--- src/rtl/spf_pkg.sv ---
package spf_pkg;
    typedef enum logic [1:0] {
        ST_IDLE  = 2'd0,
        ST_TRAIN = 2'd1,
        ST_MON   = 2'd2
    } slot_state_e;

    typedef enum logic [1:0] {
        DIR_NONE = 2'd0,
        DIR_UP   = 2'd1,
        DIR_DOWN = 2'd2
    } dir_e;
endpackage

--- src/rtl/spf_entry_match.sv ---
// Decides whether one table entry claims the current block and which
// direction the block lies in relative to the entry's allocation block.
module spf_entry_match
    import spf_pkg::*;
#(
    parameter int BW   = 26,
    parameter int HALF = 2
) (
    input  slot_state_e     st,
    input  dir_e            dir,
    input  logic [BW-1:0]   alloc,
    input  logic [BW-1:0]   tail,
    input  logic [BW-1:0]   head,
    input  logic [BW-1:0]   blk,
    output logic            hit,
    output dir_e            sample
);
    logic [BW-1:0] dist_abs;
    logic          train_hit;
    logic          up_hit;
    logic          down_hit;

    always_comb begin
        dist_abs  = (blk >= alloc) ? (blk - alloc) : (alloc - blk);
        train_hit = (st == ST_TRAIN) && (dist_abs <= BW'(HALF));
        up_hit    = (dir == DIR_UP)   && (tail < blk) && (blk < head);
        down_hit  = (dir == DIR_DOWN) && (head < blk) && (blk < tail);
        hit       = train_hit || ((st == ST_MON) && (up_hit || down_hit));
        if (blk == alloc)     sample = DIR_NONE;
        else if (blk > alloc) sample = DIR_UP;
        else                  sample = DIR_DOWN;
    end
endmodule

--- src/rtl/spf_pick.sv ---
// Priority selection: lowest-index claiming entry, and the allocation
// victim (lowest-index unused entry, else the oldest by rank).
module spf_pick #(
    parameter int N  = 8,
    parameter int IW = 3
) (
    input  logic [N-1:0]    hit,
    input  logic [N-1:0]    free,
    input  logic [N*IW-1:0] ranks,
    output logic            any_hit,
    output logic [IW-1:0]   hit_idx,
    output logic [IW-1:0]   victim_idx
);
    always_comb begin
        any_hit    = |hit;
        hit_idx    = '0;
        victim_idx = '0;
        for (int i = N - 1; i >= 0; i--) begin
            if (hit[i]) hit_idx = IW'(i);
        end
        for (int i = N - 1; i >= 0; i--) begin
            if (ranks[i*IW +: IW] == IW'(N - 1)) victim_idx = IW'(i);
        end
        if (|free) begin
            for (int i = N - 1; i >= 0; i--) begin
                if (free[i]) victim_idx = IW'(i);
            end
        end
    end
endmodule

--- src/rtl/spf_burst.sv ---
// Emits DEGREE consecutive block numbers, one per accepted beat.
module spf_burst #(
    parameter int BW     = 26,
    parameter int DEGREE = 4
) (
    input  logic          clk,
    input  logic          rst_n,
    input  logic          ld,
    input  logic [BW-1:0] base,
    input  logic          up,
    input  logic          ready,
    output logic          valid,
    output logic [BW-1:0] blk
);
    localparam int CW = $clog2(DEGREE + 1);

    typedef struct packed {
        logic [CW-1:0] left;
        logic          up;
        logic [BW-1:0] nxt;
    } bst_t;

    bst_t st_d, st_q;

    always_comb begin
        st_d = st_q;
        if (ld) begin
            st_d.left = CW'(DEGREE);
            st_d.up   = up;
            st_d.nxt  = up ? (base + BW'(1)) : (base - BW'(1));
        end else if ((st_q.left != '0) && ready) begin
            st_d.left = st_q.left - CW'(1);
            st_d.nxt  = st_q.up ? (st_q.nxt + BW'(1)) : (st_q.nxt - BW'(1));
        end
    end

    always_ff @(posedge clk or negedge rst_n) begin
        if (!rst_n) st_q <= '0;
        else        st_q <= st_d;
    end

    assign valid = (st_q.left != '0);
    assign blk   = st_q.nxt;
endmodule

--- src/rtl/stream_prefetcher.sv ---
module stream_prefetcher
    import spf_pkg::*;
#(
    parameter int ADDR_W    = 32,
    parameter int BLK_BYTES = 64,
    parameter int ENTRIES   = 8,
    parameter int DEGREE    = 4,
    parameter int DIST      = 5
) (
    input  logic              clk,
    input  logic              rst_n,
    input  logic              acc_valid,
    output logic              acc_ready,
    input  logic [ADDR_W-1:0] acc_addr,
    output logic              pf_valid,
    input  logic              pf_ready,
    output logic [ADDR_W-1:0] pf_addr
);
    localparam int OFS_W = $clog2(BLK_BYTES);
    localparam int BW    = ADDR_W - OFS_W;
    localparam int RW    = (ENTRIES > 1) ? $clog2(ENTRIES) : 1;
    localparam int HALF  = DIST / 2;

    typedef struct packed {
        slot_state_e   st;
        dir_e          dir;
        dir_e          s0;
        logic [BW-1:0] alloc;
        logic [BW-1:0] tail;
        logic [BW-1:0] head;
        logic [RW-1:0] rank;
    } slot_t;

    typedef struct packed {
        slot_t [ENTRIES-1:0] slot;
    } tbl_t;

    function automatic tbl_t tbl_init();
        tbl_t t;
        t = '0;
        for (int i = 0; i < ENTRIES; i++) t.slot[i].rank = RW'(i);
        return t;
    endfunction

    tbl_t tbl_d, tbl_q;

    logic [BW-1:0]      acc_blk;
    logic               acc_fire;
    logic               unused_ofs;
    logic [ENTRIES-1:0] hit_v;
    logic [ENTRIES-1:0] free_v;
    logic [ENTRIES*RW-1:0] rank_flat;
    dir_e               smp [ENTRIES];
    logic               any_hit;
    logic [RW-1:0]      hit_idx;
    logic [RW-1:0]      victim_idx;
    logic [RW-1:0]      sel;
    slot_t              cur;
    slot_t              nxt;
    dir_e               smp_sel;
    logic               cur_up;
    logic [BW-1:0]      new_head;
    logic [BW-1:0]      span;
    logic               ld;
    logic [BW-1:0]      ld_base;
    logic               ld_up;
    logic               busy;
    logic [BW-1:0]      pf_blk;

    assign acc_blk    = acc_addr[ADDR_W-1:OFS_W];
    assign unused_ofs = ^acc_addr[OFS_W-1:0];
    assign acc_ready  = !busy;
    assign acc_fire   = acc_valid && acc_ready;

    for (genvar g = 0; g < ENTRIES; g++) begin : g_slot
        spf_entry_match #(.BW(BW), .HALF(HALF)) u_match (
            .st     (tbl_q.slot[g].st),
            .dir    (tbl_q.slot[g].dir),
            .alloc  (tbl_q.slot[g].alloc),
            .tail   (tbl_q.slot[g].tail),
            .head   (tbl_q.slot[g].head),
            .blk    (acc_blk),
            .hit    (hit_v[g]),
            .sample (smp[g])
        );
        assign free_v[g]                = (tbl_q.slot[g].st == ST_IDLE);
        assign rank_flat[g*RW +: RW]    = tbl_q.slot[g].rank;
    end

    spf_pick #(.N(ENTRIES), .IW(RW)) u_pick (
        .hit        (hit_v),
        .free       (free_v),
        .ranks      (rank_flat),
        .any_hit    (any_hit),
        .hit_idx    (hit_idx),
        .victim_idx (victim_idx)
    );

    always_comb begin
        tbl_d    = tbl_q;
        sel      = any_hit ? hit_idx : victim_idx;
        cur      = tbl_q.slot[sel];
        nxt      = cur;
        smp_sel  = smp[sel];
        cur_up   = (cur.dir == DIR_UP);
        new_head = cur_up ? (cur.head + BW'(DEGREE)) : (cur.head - BW'(DEGREE));
        span     = cur_up ? (new_head - cur.tail) : (cur.tail - new_head);
        ld       = 1'b0;
        ld_base  = cur.head;
        ld_up    = cur_up;

        if (acc_fire) begin
            if (any_hit && (cur.st == ST_MON)) begin
                // confirmed stream: fire a burst and advance the window
                ld       = 1'b1;
                nxt.head = new_head;
                if (span > BW'(DIST)) begin
                    nxt.tail = cur_up ? (cur.tail + BW'(DEGREE)) : (cur.tail - BW'(DEGREE));
                end
            end else if (any_hit) begin
                // training entry: collect direction samples
                if (smp_sel != DIR_NONE) begin
                    if (cur.s0 == DIR_NONE) begin
                        nxt.s0 = smp_sel;
                    end else if (smp_sel == cur.s0) begin
                        nxt.st   = ST_MON;
                        nxt.dir  = smp_sel;
                        nxt.tail = cur.alloc;
                        nxt.head = (smp_sel == DIR_UP) ? (acc_blk + BW'(DEGREE))
                                                       : (acc_blk - BW'(DEGREE));
                    end else begin
                        nxt = '0;
                    end
                end
            end else begin
                // nobody claims the access: (re)allocate the chosen victim
                nxt       = '0;
                nxt.st    = ST_TRAIN;
                nxt.alloc = acc_blk;
            end

            for (int j = 0; j < ENTRIES; j++) begin
                if (tbl_q.slot[j].rank < cur.rank) begin
                    tbl_d.slot[j].rank = tbl_q.slot[j].rank + RW'(1);
                end
            end
            nxt.rank        = '0;
            tbl_d.slot[sel] = nxt;
        end
    end

    always_ff @(posedge clk or negedge rst_n) begin
        if (!rst_n) tbl_q <= tbl_init();
        else        tbl_q <= tbl_d;
    end

    spf_burst #(.BW(BW), .DEGREE(DEGREE)) u_burst (
        .clk   (clk),
        .rst_n (rst_n),
        .ld    (ld),
        .base  (ld_base),
        .up    (ld_up),
        .ready (pf_ready),
        .valid (busy),
        .blk   (pf_blk)
    );

    assign pf_valid = busy;
    assign pf_addr  = {pf_blk, {OFS_W{1'b0}}};
endmodule

--- config.mk ---
export PLATFORM = sky130hd
export DESIGN_NAME = stream_prefetcher
export DESIGN_NICKNAME = d
export VERILOG_FILES = /design/src/rtl/spf_pkg.sv /design/src/rtl/spf_entry_match.sv /design/src/rtl/spf_pick.sv /design/src/rtl/spf_burst.sv /design/src/rtl/stream_prefetcher.sv
export SDC_FILE = /design/constraint.sdc
export NUM_CORES = 2
export LEC_CHECK = 0
export BUFFER_PORTS_ARGS = -buffer_cell sky130_fd_sc_hd__buf_2
export CAP_MARGIN = 20
export CORE_MARGIN = 1.5
export CORE_UTILIZATION = 29
export DETAILED_ROUTE_END_ITERATION = 10
export GPL_ROUTABILITY_DRIVEN = 1
export PLACE_DENSITY = 0.5
export SLEW_MARGIN = 25
export SYNTH_ARGS = -nofsm -noshare
export SYNTH_HDL_FRONTEND = slang
export SYNTH_HIERARCHICAL = 1
export SYNTH_SLANG_ARGS = --single-unit
--- constraint.sdc ---
create_clock -name clk -period 30 [get_ports clk]
set_input_delay 4.5 -clock clk [delete_from_list [all_inputs] [get_ports clk]]
set_output_delay 4.5 -clock clk [all_outputs]
set_load 0.005 [all_outputs]
==> run metrics <==
Area growth syn-to-layout 9.155%; critical path's largest stage delay ~0.91 ns; max cap viols 0; GRT Total Usage between 20 and 30%; CTS root buf clkbuf_16; Seq/Total Area, Yosys between 20% and 30%; RR Endpoint tbl_q[640]; Final GP Congestion 1.039; Finished Cell Area just under 90,000 sq um; I/O pin count 70; via count between 80k and 90k; initial antenna violation count 32; layout cells sized above 1 about 8.6%; worst skew pair latency around 0.76 ns; Detail Route Antenna Nets 0; postcts setup bufs 0; Worst-path clk slew around 0.06 ns; core area 274,300 sq um; period utilization ~72%; cell taking the most area after synthesis dfrtp_1; slew margin rel. around 14%; hold endpoint tbl_q[169]; vias in the first global route 77.43k; crit path DAT roughly 22 ns; top sig layer met5; CTS Buf Count a little under 90; Placed Area roughly 84,000 sq um; Critical Path Fanout Max 50; Met3 Wirelength 40,900 microns; wire length of the first global-routing pass 599,600 microns; P_leak 39.29 nW; pin count of the biggest net entering global routing between 100 and 150; Synth top area share 22.27%; DIE AREA roughly 280,000 sq um; RSZ-0062 raised after global routing no; row count approximately 190; Avg Inst Size Synth 7.817 sq um; Sink Count 726; Residual DRC 0; Post-synth EDFFs 0; Seq cells post-synth ~730; worst r2r src tbl_q[55]; IR drop worst, VDD about 330 uV; Setup TNS 0 ns; H-tree depth 3; Async S/R FF share, synth 100.0%; main flop type after synthesis dfrtp_1; Hold Violations, Final 0; Max Fclk between 0.04 and 0.05 GHz; reg-to-reg setup timing slack roughly 12 ns; CTS tree done; drt via density approximately 6; Distinct cells, synth roughly 150; M1 WL 177,800 microns; post-cts resize count 0; hold_buf cts 0; hold_sp tbl_q[169]; Worst Skew 0.08472 ns; DRT iter0 DRCs around 12k; initial core utilization around 29%; FF-to-FF path depth 53; FILL cells 29.38k; Hold Path Class flip-flop to flip-flop; critical path endpoint category flip-flop; ranking of synthesized cells by area dfrtp_1 (22%), ha_1 (15%), a21oi_1 (5.5%); final setup vio count 0; critical path type input pin to flip-flop; CP Data Required Time approximately 30 ns; hold path depth 2; remaining global-route overflow 0; DR WL/cell 31.18 microns; CP max stage cell o32ai_2; DR WL met2 approximately 180,000 microns; WL final about 430,000 microns; status finished clean; Die H 528.9 microns; synth warn 6; Critical Path Most Common Cell buf_4; slew at the pin closest to its max-slew limit around 1.3 ns; Tmin final ~22 ns; Slew Limit Fails 0; startpoint types input pin; IO buf count 57; pwr dens about 140 nW/um^2; Initial DRT Pass Iterations 10; cell count after synthesis 10.26k; dpl hpwl 333,200 microns; layout net count approximately 11k; die width approximately 530 microns; Mapped Area 80,210 sq um; Clock Path Buffers 3
-- how the worst max path moves through the flow --
| stage | start | to | depth (start not counted) |
|---|---|---|---|
| floorplan | acc_addr[6] | tbl_q[126] | 57 |
| global placement | acc_addr[6] | tbl_q[205] | 56 |
| detailed placement | acc_addr[7] | tbl_q[640] | 54 |
| CTS | acc_addr[7] | tbl_q[553] | 54 |
| global route | acc_addr[7] | tbl_q[292] | 54 |
| finish | acc_addr[7] | tbl_q[640] | 54 |
-- worst max-delay path, delay by kind of cell --
family / cells / cell delay [ns]
simple gates: 13 / 3.31
mux: 3 / 1.35
fa+ha+maj: 3 / 1.42
compound gates: 24 / 6.99
buf+inv: 10 / 4.07
xor+xnor: 1 / 0.42
-- cells in the final DEF, fill, tap and decap left out, types with 60 or more instances in the layout --
cell type,netlist,layout
xnor2_1,185,185
nor4_1,71,66
a21o_1,303,303
buf_4,55,201
and3_1,74,74
nor3_1,184,184
a31oi_1,79,78
o21ai_1,74,76
o211ai_1,60,60
o21bai_1,78,78
nand3_1,182,182
a222oi_1,77,77
o21ai_0,874,871
nor2_1,894,883
o22ai_1,67,66
a211oi_1,80,80
mux2i_1,110,108
a22oi_1,87,83
xor2_1,121,121
nor2b_1,96,94
inv_1,852,852
ha_1,974,974
nand4_1,224,224
o21a_1,132,130
a21oi_1,879,868
clkbuf_16,0,88
nand2b_1,114,112
dfrtp_1,714,714
nand2_1,1040,1031
-- state kept, by name, summed over array words and instances, names as in the netlist --
register and flops:
u_burst/blk 26, rank_flat 24, tbl_q 672, u_burst/st_q 4
-- report_power, final --
part | switching [mW] | leakage (nW) | internal [mW]
Clock | 0.506 | 1.56 | 0.695
Sequential | 0.542 | 9.61 | 1.24
Combinational | 6.34 | 28.1 | 3.05
Total | 7.39 | 39.3 | 4.99
-- area by class of cell --
class | instances | area [sq um] | share of cell area (%)
Tap cell | 3686 | 4612 | 5.267
Timing Repair Buffer | 267 | 1913 | 2.185
Clock inverter | 50 | 729.5 | 0.8331
Inverter | 871 | 3284 | 3.751
Sequential cell | 726 | 18180 | 20.77
Antenna cell | 12 | 30.03 | 0.03430
Clock buffer | 114 | 2450 | 2.798
Multi-Input combinational cell | 8137 | 56360 | 64.36
-- kinds of logic after synthesis --
family	share of synthesized area, %
compound gates	29.10
simple gates	19.60
buf+inv	7.562
fa+ha+maj	15.75
flops	22.67
xor+xnor	3.422
mux	1.892
other cells	0.004675
-- synthesized netlist by cell type, types with 121 or more instances --
cell and count:
nand4_1 224, xnor2_1 185, a21oi_1 879, xor2_1 121, dfrtp_1 714, nor2_1 894, o21ai_0 874, clkbuf_1 288
a21o_1 303, o21a_1 132, nand3_1 182, ha_1 974, inv_1 852, nand2_1 1040, nor3_1 184
-- metal layers --
| layer | vias up | GRT usage, % |
|---|---|---|
| li1 | 36730 | - |
| met1 | 41030 | 39.26 |
| met2 | 4803 | 44.16 |
| met3 | 930 | 5.714 |
| met4 | 8 | 19.41 |
| met5 | - | 0 |
-- through the flow --
step | setup slack [ns] | power, mW | utilization [%] | hold WS (ns) | std cells
after floorplan | 13.23 | 7.692 | - | 0.4488 | 10270
after global placement | 8.310 | 10.71 | 30.69 | 0.4611 | 13680
after detailed placement | 8.357 | 10.80 | 30.73 | 0.4718 | 13690
after CTS | 9.011 | 12.04 | 31.89 | 0.4848 | 13850
after global routing | 8.038 | 13.02 | 31.91 | 0.4981 | 13850
final | 8.331 | 12.37 | 31.92 | 0.4854 | 13860
No activity file was read; power rests on OpenSTA's default activity.
